--- src/rtl/ds_codec_pkg.sv ---
package ds_codec_pkg;

    typedef enum logic [1:0] {
        TX_IDLE,
        TX_SEND,
        TX_HOLD
    } tx_state_t;

    typedef enum logic {
        RX_OFF,
        RX_ON
    } rx_state_t;

    // bits per parallel word for a legal speed code
    function automatic int lanes_of(input logic [2:0] code);
        return 2 << code;
    endfunction

endpackage

--- src/rtl/ds_tx_ser.sv ---
module ds_tx_ser
    import ds_codec_pkg::*;
#(
    parameter int MAX_W = 8,
    parameter int SPD_W = 3,
    parameter int CNT_W = $clog2(MAX_W + 1)
) (
    input  logic             clk,
    input  logic             rst_n,
    input  logic             bit_en,
    input  logic             start,
    input  logic [SPD_W-1:0] spd,
    input  logic [SPD_W-1:0] port_spd,
    input  logic             end_pkt,
    input  logic             valid,
    input  logic [MAX_W-1:0] word,
    input  logic             rcv_mode,
    output logic             ready,
    output logic             oe,
    output logic             d_line,
    output logic             s_line,
    output tx_state_t        state_o
);

    localparam int MAX_CODE = $clog2(MAX_W) - 1;

    tx_state_t        st, st_nx;
    logic [MAX_W-1:0] sh;
    logic [CNT_W-1:0] cnt;
    logic [CNT_W-1:0] wid;
    logic [CNT_W-1:0] sh_amt;
    logic             supported;
    logic             d_q, s_q;

    assign supported = (spd <= SPD_W'(MAX_CODE)) && (spd <= port_spd);
    assign sh_amt    = CNT_W'(MAX_W) - wid;

    always_ff @(posedge clk) begin
        if (!rst_n) st <= TX_IDLE;
        else        st <= st_nx;
    end

    always_comb begin
        st_nx = st;
        unique case (st)
            TX_IDLE: if (start)   st_nx = supported ? TX_SEND : TX_HOLD;
            TX_SEND: if (end_pkt) st_nx = TX_IDLE;
            TX_HOLD: if (end_pkt) st_nx = TX_IDLE;
            default:              st_nx = TX_IDLE;
        endcase
    end

    always_ff @(posedge clk) begin
        if (!rst_n) begin
            sh  <= '0;
            cnt <= '0;
            wid <= '0;
            d_q <= 1'b0;
            s_q <= 1'b0;
        end else begin
            unique case (st)
                TX_IDLE: begin
                    d_q <= 1'b0;
                    s_q <= 1'b0;
                    cnt <= '0;
                    if (start) begin
                        wid <= CNT_W'(lanes_of(spd));
                        if (!supported) s_q <= 1'b1;
                    end
                end
                TX_SEND: begin
                    if (end_pkt) begin
                        d_q <= 1'b0;
                        s_q <= 1'b0;
                        cnt <= '0;
                    end else if (cnt == '0) begin
                        if (valid) begin
                            sh  <= word << sh_amt;
                            cnt <= wid;
                        end
                    end else if (bit_en) begin
                        d_q <= sh[MAX_W-1];
                        s_q <= (sh[MAX_W-1] == d_q) ? ~s_q : s_q;
                        sh  <= sh << 1;
                        cnt <= cnt - CNT_W'(1);
                    end
                end
                TX_HOLD: begin
                    if (end_pkt) begin
                        d_q <= 1'b0;
                        s_q <= 1'b0;
                    end
                end
                default: begin
                    d_q <= 1'b0;
                    s_q <= 1'b0;
                end
            endcase
        end
    end

    always_comb begin
        ready   = (st == TX_SEND) && (cnt == '0);
        oe      = (st != TX_IDLE) && !rcv_mode;
        d_line  = d_q;
        s_line  = s_q;
        state_o = st;
    end

endmodule

--- src/rtl/ds_rx_deser.sv ---
module ds_rx_deser
    import ds_codec_pkg::*;
#(
    parameter int MAX_W = 8,
    parameter int SPD_W = 3,
    parameter int CNT_W = $clog2(MAX_W + 1)
) (
    input  logic             clk,
    input  logic             rst_n,
    input  logic             rcv_mode,
    input  logic [SPD_W-1:0] spd,
    input  logic             line_d,
    input  logic             line_s,
    output logic [MAX_W-1:0] word,
    output logic             valid
);

    localparam int MAX_CODE = $clog2(MAX_W) - 1;

    rx_state_t        st, st_nx;
    logic [MAX_W-2:0] sh;
    logic [CNT_W-1:0] cnt;
    logic [CNT_W-1:0] wid;
    logic             par_q;
    logic             evt;
    logic [MAX_W-1:0] word_nx;
    logic [MAX_W-1:0] word_q;
    logic             valid_q;

    assign evt     = (line_d ^ line_s) != par_q;
    assign word_nx = {sh, line_d} & ~({MAX_W{1'b1}} << wid);

    always_ff @(posedge clk) begin
        if (!rst_n) st <= RX_OFF;
        else        st <= st_nx;
    end

    always_comb begin
        st_nx = st;
        unique case (st)
            RX_OFF:  if (rcv_mode)  st_nx = RX_ON;
            RX_ON:   if (!rcv_mode) st_nx = RX_OFF;
            default:                st_nx = RX_OFF;
        endcase
    end

    always_ff @(posedge clk) begin
        if (!rst_n) begin
            sh      <= '0;
            cnt     <= '0;
            wid     <= CNT_W'(MAX_W);
            par_q   <= 1'b0;
            word_q  <= '0;
            valid_q <= 1'b0;
        end else begin
            par_q   <= line_d ^ line_s;
            valid_q <= 1'b0;
            unique case (st)
                RX_OFF: begin
                    cnt <= '0;
                    sh  <= '0;
                    wid <= (spd > SPD_W'(MAX_CODE)) ? CNT_W'(MAX_W)
                                                    : CNT_W'(lanes_of(spd));
                end
                RX_ON: begin
                    if (evt) begin
                        sh <= word_nx[MAX_W-2:0] | {sh[MAX_W-3:0], line_d};
                        if (cnt == wid - CNT_W'(1)) begin
                            word_q  <= word_nx;
                            valid_q <= 1'b1;
                            cnt     <= '0;
                            sh      <= '0;
                        end else begin
                            cnt <= cnt + CNT_W'(1);
                        end
                    end
                end
                default: cnt <= '0;
            endcase
        end
    end

    always_comb begin
        word  = word_q;
        valid = valid_q;
    end

endmodule

--- src/rtl/ds_codec.sv ---
module ds_codec
    import ds_codec_pkg::*;
#(
    parameter int MAX_W = 8,
    parameter int SPD_W = 3
) (
    input  logic             clk,
    input  logic             rst_n,
    input  logic             bit_en,
    input  logic             tx_start,
    input  logic [SPD_W-1:0] tx_speed,
    input  logic [SPD_W-1:0] port_speed,
    input  logic             tx_end,
    input  logic             tx_valid,
    input  logic [MAX_W-1:0] tx_word,
    output logic             tx_ready,
    output logic             tx_oe,
    output logic             tpa_out,
    output logic             tpb_out,
    input  logic             rcv_mode,
    input  logic [SPD_W-1:0] rx_speed,
    input  logic             tpa_in,
    input  logic             tpb_in,
    output logic [MAX_W-1:0] rx_word,
    output logic             rx_valid
);

    localparam int CNT_W = $clog2(MAX_W + 1);

    tx_state_t tx_state;
    logic      enc_d, enc_s;

    ds_tx_ser #(.MAX_W(MAX_W), .SPD_W(SPD_W), .CNT_W(CNT_W)) u_tx (
        .clk      (clk),
        .rst_n    (rst_n),
        .bit_en   (bit_en),
        .start    (tx_start),
        .spd      (tx_speed),
        .port_spd (port_speed),
        .end_pkt  (tx_end),
        .valid    (tx_valid),
        .word     (tx_word),
        .rcv_mode (rcv_mode),
        .ready    (tx_ready),
        .oe       (tx_oe),
        .d_line   (enc_d),
        .s_line   (enc_s),
        .state_o  (tx_state)
    );

    // pair roles: data on B, strobe on A when sending
    assign tpb_out = enc_d;
    assign tpa_out = enc_s;

    // pair roles swap when receiving: data on A, strobe on B
    ds_rx_deser #(.MAX_W(MAX_W), .SPD_W(SPD_W), .CNT_W(CNT_W)) u_rx (
        .clk      (clk),
        .rst_n    (rst_n),
        .rcv_mode (rcv_mode),
        .spd      (rx_speed),
        .line_d   (tpa_in),
        .line_s   (tpb_in),
        .word     (rx_word),
        .valid    (rx_valid)
    );

endmodule

--- config.mk ---
export PLATFORM = sky130hd
export DESIGN_NAME = ds_codec
export DESIGN_NICKNAME = d
export VERILOG_FILES = /design/src/rtl/ds_codec_pkg.sv /design/src/rtl/ds_tx_ser.sv /design/src/rtl/ds_rx_deser.sv /design/src/rtl/ds_codec.sv
export SDC_FILE = /design/constraint.sdc
export NUM_CORES = 1
export LEC_CHECK = 0
export BUFFER_PORTS_ARGS = -buffer_cell sky130_fd_sc_hd__buf_2
export CORE_MARGIN = 1
export CORE_UTILIZATION = 30
export DETAILED_ROUTE_END_ITERATION = 10
export PLACE_DENSITY = 0.52
export REMOVE_ABC_BUFFERS = 1
export SLEW_MARGIN = 20
export SYNTH_ARGS = -nofsm -noshare
export SYNTH_HDL_FRONTEND = slang
export SYNTH_SLANG_ARGS = --single-unit
--- constraint.sdc ---
create_clock -name clk -period 1.7 [get_ports clk]
set_input_delay 0.425 -clock clk [delete_from_list [all_inputs] [get_ports clk]]
set_output_delay 0.425 -clock clk [all_outputs]
set_load 0.05 [all_outputs]
==> run summary, run 1 <==
The setup violation total in the final timing report is 7. Across the whole layout, storage elements account for a little under 900 µm². The clock sink count came out at 44.

The number of top-level pins is 39. The maximum fanout encountered on the critical timing path is 4. The power share of the clock group came out at 0.365.

The total area inside the core boundary comes to between 0.007 and 0.008 mm². The warning count from the yosys run came out at 0. The floorplan step set the die height to between 90 and 100 µm. Of the total synthesized cell area, the portion taken by AND, OR, NAND and NOR gates is 0.199. The share of Yosys cell area claimed by the top area cell type is 0.364. The final critical path time including I/O delays and setup came out at 1.79 ns. The iteration-0 DRC count of the detailed router came out at between 50 and 60. The total area of multi-input combinational cells came out at roughly 0.0015 mm². The routed via count divided by cell count came out at ~5.0. The number of vias in the routed layout is ~2,200. The final layout contains approximately 380 nets.

Detailed placement finished with a half-perimeter wire length of between 4000 and 5000 µm. In this run the tool buffered the top-level ports with 38 buffer cells. The switching power is 660 µW. The run finished, with violations left. The first-pass GRT wire length is 9470 µm. The clock-pin slew reported for the worst setup and hold paths after clock tree synthesis came out at approximately 0.09 ns. The number of clock buffers inserted by TritonCTS came out at 5.

The actual transition at the worst max-transition pin is ~0.42 ns. STA classifies the critical path startpoint as a register. In the post-synthesis netlist, the biggest area contributors are dfxtp_1, ha_1, mux2i_1.

The total power divided by cell area came out at ~740 mW/mm². The cell chosen for the clock root is clkbuf_8. The worst hold path begins at rcv_mode. The standard-cell row count is 32.

The total inserted antenna cells came out at 0. Synthesis instantiated around 50 different standard cells from the library. After detailed routing, the average wire length per cell comes to approximately 13 µm. The worst setup path is captured at a primary output. STA puts the critical path data required time at about 1.3 ns. The most used flip-flop cell after synthesis is dfxtp_1. The floorplan die width came out at 91.8 µm. The number of buffers between clock root and the deepest sink came out at 2. The final reports fail on setup timing. By area, the combinational part of the netlist is dominated by compound AO/OA/AOI/OAI gates. The worst slew slack as a fraction of its limit came out at 0.719. The number of max-slew violations in the final report came out at 0. The initial antenna violation count came to 0. The sequential-to-total area share from yosys stat came out at 0.364. The total internal power is approximately 1.7 mW. Entering global routing, the biggest net connects 30 pins. The static power due to leakage is ~1.2 nW.

Of the total power, the share spent switching nets is 0.282. Data on the critical path arrives at its endpoint at about 1.4 ns. In the synthesized netlist the async set-or-reset flop fraction comes to 0. The number of enable-type register cells in the synthesized netlist is 0. By instance count, the leading cell after synthesis is dfxtp_1. The synthesized-area fraction occupied by ao, oa, aoi and oai cells is 0.204. The highest clock frequency the design can meet is around 560 MHz. The number of fill cells in the layout is approximately 830.

The effective utilization at floorplan came out at 0.312. The H-tree depth reported by CTS is 2. The congestion estimate from routability-driven global placement came to roughly 0.75. The count of hold buffers inserted by post-cts repair is 0. The tool flagged a number of max-cap violations equal to 0.

The remaining global-route overflow is 0. The total standard cell area after synthesis came out at roughly 0.0024 mm². The clock latency of the later-clocked register in the worst-skew pair came out at 0.31 ns. From synthesis to final layout, the design area changed by 30.0%.

The mux contribution to synthesized area came out at 0.0630. TritonCTS built the clock tree. The instance area after placement came out at 0.00291 mm². The post-route fraction of the period consumed by the critical path is 1.05. dfxtp_1 takes more of the synthesized area than any other cell. The number of standard cells after synthesis is ~280. The number of hold violations in the final report is 0. The length of the first detailed-routing pass in iterations is 4. The launch instance of the worst register-to-register path is u_tx.cnt[0]. The mean cell area of the mapped netlist is 8.71 µm².

The total non-filler cell area in the finished layout is between 0.003 and 0.004 mm². The total negative slack for setup checks is -0.210 ns. The fraction of layout instances using a drive strength above 1 is 0.316. In the routed design, unresolved DRC markers number 0. The share of power burned in registers is 0.457. Setup repair after global routing could not meet its margin everywhere. The setup check on the worst reg-to-reg path leaves a slack of -0.06 ns. The share of the synthesized netlist area taken by xor and xnor gates came out at 0.0501. The start-to-end type of the worst setup path is register to primary output. The pre-CTS setup slack came out at -0.162 ns. The detailed-route wire length came out at between 5000 and 6000 µm. The min-delay analysis places its worst path in the category primary input to register. The worst-case setup margin in the final layout is -0.0874 ns.

The count of nets left with antenna violations after detail routing is 0. The via count of the first global-routing pass came out at 2,085. The total of flip-flops plus latches after synthesis came out at 44. The most critical setup path has its startpoint at u_tx.cnt[0]. Sorting the synthesized cells by how often they occur yields dfxtp_1, nand2_1, a21oi_1, nor2_1, inv_1.

Across every metal layer, demand over resource in global routing totals 0.138. The combinational group share of total power is 0.177. The die covers ~0.0084 mm².

Of the total synthesized cell area, the portion taken by full adders, half adders and majority gates is 0.0620. The clock skew after layout is just under 0.005 ns. The highest ir drop seen on vdd came out at ~0.27 mV.
-- critical path, cell delays in order, from the launching register on --
cell and delay, ns:
dfxtp_2 0.33, inv_2 0.07, ha_4 0.14, buf_6 0.10, and4bb_2 0.26, buf_8 0.15
-- final cells by class --
cell class,instances,share of cell area
Clock buffer,5,0.0219
Clock inverter,3,0.0147
Inverter,17,0.0203
Multi-Input combinational cell,201,0.467
Sequential cell,44,0.282
Tap cell,102,0.0405
Timing Repair Buffer,72,0.154
-- flip-flops by register name (all words and copies together) (netlist names) --
register,flops
u_rx.word,8
u_tx.sh,8
u_rx.sh,7
u_rx.cnt,4
u_tx.cnt,4
u_rx.wid,3
u_tx.wid,3
u_tx.state_o,2
u_rx.par_q,1
u_rx.st,1
u_rx.valid,1
u_tx.d_line,1
u_tx.s_line,1
-- per-stage QoR --
step,power (mW),hold slack [ns],std cells,utilization
final,2.34,0.367,444,0.405
after global routing,2.45,0.377,444,0.405
after CTS,2.34,0.366,442,0.397
after detailed placement,1.48,0.446,433,0.375
after global placement,1.48,0.439,433,0.375
after floorplan,1.32,0.448,262,-
-- cell families (layout without fill, tap and decap cells) --
| family | after synthesis | in the layout |
|---|---|---|
| compound gates | 72 | 72 |
| xor+xnor | 9 | 9 |
| fa+ha+maj | 12 | 12 |
| buf+inv | 33 | 97 |
| flops | 44 | 44 |
| mux | 15 | 15 |
| simple gates | 93 | 93 |
-- placed cells by master (no fill, tap or decap), types with 7 or more instances in the layout --
cell type  instances
a21oi_1           21
a32oi_1            8
buf_2             36
buf_4             30
dfxtp_1           39
ha_1               9
inv_1             14
mux2i_1           13
nand2_1           28
nand3_1            7
nor2_1            19
o21ai_0            8
-- power by group through the flow --
stage	Combinational, mW	Sequential (mW)	Clock (mW)
floorplan	0.211	1.11	0
global placement	0.388	1.10	0
detailed placement	0.390	1.10	0
CTS	0.403	1.07	0.869
global route	0.460	1.08	0.916
finish	0.415	1.07	0.857
-- layer usage --
metal / share of wire / track usage / wire (µm) / vias up
met5: 0 / 0 / 0 / -
met4: 0.0075 / 0.0234 / 43 / 0
met3: 0.039 / 0.0365 / 221 / 7
met2: 0.47 / 0.235 / 2700 / 46
met1: 0.48 / 0.177 / 2750 / 1024
li1: - / - / - / 1131
-- path summary, 6_finish.rpt --
path,to,cells past startpoint
setup reg to reg,u_tx.sh[6],8
hold / removal,u_rx.st,2
setup / recovery,tx_ready,5
hold reg to reg,u_rx.word[2],2
-- what timing repair did --
action / CTS / global route
pin swaps: 9 / 9
gates cloned: 0 / 0
setup endpoints to repair: 12 / 23
setup buffers: 1 / 2
gates resized for setup: 18 / 12
Note: power is estimated with default switching activity, not from simulation.
==> run 2, diff against run 1 <==
--- a/config.mk
+++ b/config.mk
@@ -5,12 +5,13 @@
 export SDC_FILE = /design/constraint.sdc
 export NUM_CORES = 1
 export LEC_CHECK = 0
-export BUFFER_PORTS_ARGS = -buffer_cell sky130_fd_sc_hd__buf_2
+export BUFFER_PORTS_ARGS = -buffer_cell sky130_fd_sc_hd__clkbuf_2
 export CORE_MARGIN = 1
 export CORE_UTILIZATION = 30
 export DETAILED_ROUTE_END_ITERATION = 10
 export PLACE_DENSITY = 0.52
 export REMOVE_ABC_BUFFERS = 1
+export SKIP_CTS_REPAIR_TIMING = 1
 export SLEW_MARGIN = 20
 export SYNTH_ARGS = -nofsm -noshare
 export SYNTH_HDL_FRONTEND = slang
==> run summary, run 2 (same netlist as run 1, synthesis figures left out) <==
The effective utilization at floorplan came out at 0.312. The routed via count divided by cell count came out at slightly below 5. The via count of the first global-routing pass is roughly 2,100. Setup repair after global routing could not meet its margin everywhere.

The detail-routed net length per standard cell came out at between 10 and 15 µm. The length of the first detailed-routing pass in iterations came out at 4. Walking the worst path, the cells encountered are inv_2 > ha_4 > buf_4 > and4bb_2 > buf_6. The die covers around 0.0084 mm². The cell class contributing the biggest share of worst-path delay is flip-flops. The worst setup path is of the register to primary output kind. The area of the core came out at around 0.008 mm². The number of max-slew violations in the final report is 0. The number of fill cells in the layout is 805.

The min-delay analysis places its worst path in the category primary input to register. The number of vias in the routed layout is around 2,200. The initial antenna violation count is 0. TritonCTS built the clock tree. The flow ran to the end, but the final reports show violations. The count of nets left with antenna violations after detail routing came out at 0. Timing would allow up to about 550 MHz. The routed length on met1 is between 2000 and 3000 µm. For this design, the slowest cell found on the critical path is dfxtp_2. Max-cap violations in this run came to 0. The static power due to leakage is around 1.3 nW. The length of routed met2 wiring came out at between 2000 and 3000 µm.

The overall global routing resource usage is 0.140. The synthesis-to-finish area growth is 31.4%. The checks that failed: setup timing. The number of buffers between clock root and the deepest sink came out at 2. Routability-driven placement finished with a final weighted congestion of approximately 0.77.

At the pin with the least slew margin, the transition time is roughly 0.40 ns. Row generation in the floorplan step produced 32 rows. The fraction of layout instances using a drive strength above 1 came out at 0.330. The number of hold violations in the final report came out at 0. The detailed router finished its first iteration with 48 violations.

The worst setup path is captured at a primary output. The post-route fraction of the period consumed by the critical path came out at 1.06. The first-pass GRT wire length is around 9500 µm. The library cell used most frequently in the layout, excluding fill and tap cells, is dfxtp_1. The highest cell delay on the worst timing path came out at approximately 0.35 ns.

The number of clock buffers inserted by TritonCTS came out at 5. Measured along the y axis, the die boundary spans between 90 and 100 µm. After detailed routing, no signal wire sits above met4. The setup violation total in the final timing report came out at 8. The power consumption is approximately 2.3 mW. The residual DRC count is 0.

After detailed routing, the met3 layer carries roughly 220 µm of wire. The final critical path time including I/O delays and setup came out at approximately 1.8 ns. The root buffer cell chosen for the clock tree is clkbuf_8. For this run, the post-layout net count is approximately 380. Across the VDD grid, the largest voltage drop is between 0.3 and 0.4 mV. The pin count of the biggest net entering global routing came out at 30. The detailed-route wire length is between 5000 and 6000 µm. 39 I/O pins were placed.

For the final database, setup skew stands at roughly 0.0034 ns. The clock-pin slew reported for the worst setup and hold paths after clock tree synthesis came out at approximately 0.090 ns. The clock sink count came out at between 40 and 50. The H-tree depth reported by CTS came out at 2. Of all nets on the critical path, the largest fanout is 5. The launching element type of the critical path is a register. The floorplan die width came out at between 90 and 100 µm.

The top cell types in the final layout, fill and taps aside, are dfxtp_1, clkbuf_2, buf_4, nand2_1, a21oi_1. The worst-case setup margin in the final layout came out at -0.106 ns. The total inserted antenna cells came out at 0. The clock latency of the later-clocked register in the worst-skew pair came out at 0.30 ns. The number of port buffers is 38. The utilization after layout came out at 0.409. The total power divided by cell area is approximately 730 mW/mm². The remaining global-route overflow is 0.

The placed wire-length estimate after detailed placement came out at roughly 4200 µm. Counting both buffers and inverters, the worst setup path holds a total of 3. Headroom to the max-slew limit came out at 0.732. The signal arrival time at the worst endpoint came out at between 1 and 1.5 ns.

The data required time of the worst path is around 1.3 ns.
==> run 2: through the flow <==
| step | TNS [ns] | worst slack [ns] | cell area, µm² | std cells | hold slack (ns) |
|---|---|---|---|---|---|
| after detailed placement | -1.01 | -0.169 | 2920 | 434 | 0.450 |
| after CTS | -1.70 | -0.297 | 3030 | 442 | 0.353 |
| after floorplan | -3.29 | -0.326 | 2350 | 262 | 0.448 |
| final | -0.426 | -0.106 | 3180 | 447 | 0.364 |
| after global placement | -0.463 | -0.0767 | 2920 | 434 | 0.442 |
| after global routing | -1.62 | -0.190 | 3180 | 447 | 0.365 |
==> run 2: per-layer routing <==
metal	vias up	global-route usage
li1	1140	-
met1	993	0.175
met2	54	0.236
met3	6	0.0348
met4	0	0.0443
met5	-	0
==> run 2: power breakdown <==
part           switching [mW]  internal [mW]  total, mW
clock network           0.389          0.443      0.832
logic                   0.225          0.187      0.412
registers              0.0203           1.05       1.07
total                   0.634           1.68       2.32
==> run 2: area by class of cell <==
cell class | count | area (µm²) | share of cell area
Multi-Input combinational cell | 201 | 1490 | 0.467
Sequential cell | 44 | 887 | 0.279
Timing Repair Buffer | 75 | 500 | 0.157
Tap cell | 102 | 128 | 0.0401
Clock buffer | 5 | 68.8 | 0.0216
Inverter | 17 | 63.8 | 0.0201
Clock inverter | 3 | 46.3 | 0.0146
==> run 2: worst register-to-register path: stages (launching register included) <==
cell	delay, ns
dfxtp_2	0.33
inv_2	0.07
ha_4	0.14
or3b_4	0.38
buf_6	0.14
nor2b_1	0.11
buf_4	0.16
nand3_1	0.10
a311oi_2	0.26
==> run 2: final timing paths <==
| path | start | end | slack, ns | cells after the start |
|---|---|---|---|---|
| worst min register to register | u_rx.word[2] | u_rx.word[2] | 0.46 | 2 |
| worst max register to register | u_tx.cnt[1] | u_tx.sh[3] | -0.07 | 8 |
| worst min-delay path | rcv_mode | u_rx.st | 0.36 | 2 |
| worst max-delay path | u_tx.cnt[0] | tx_ready | -0.11 | 5 |
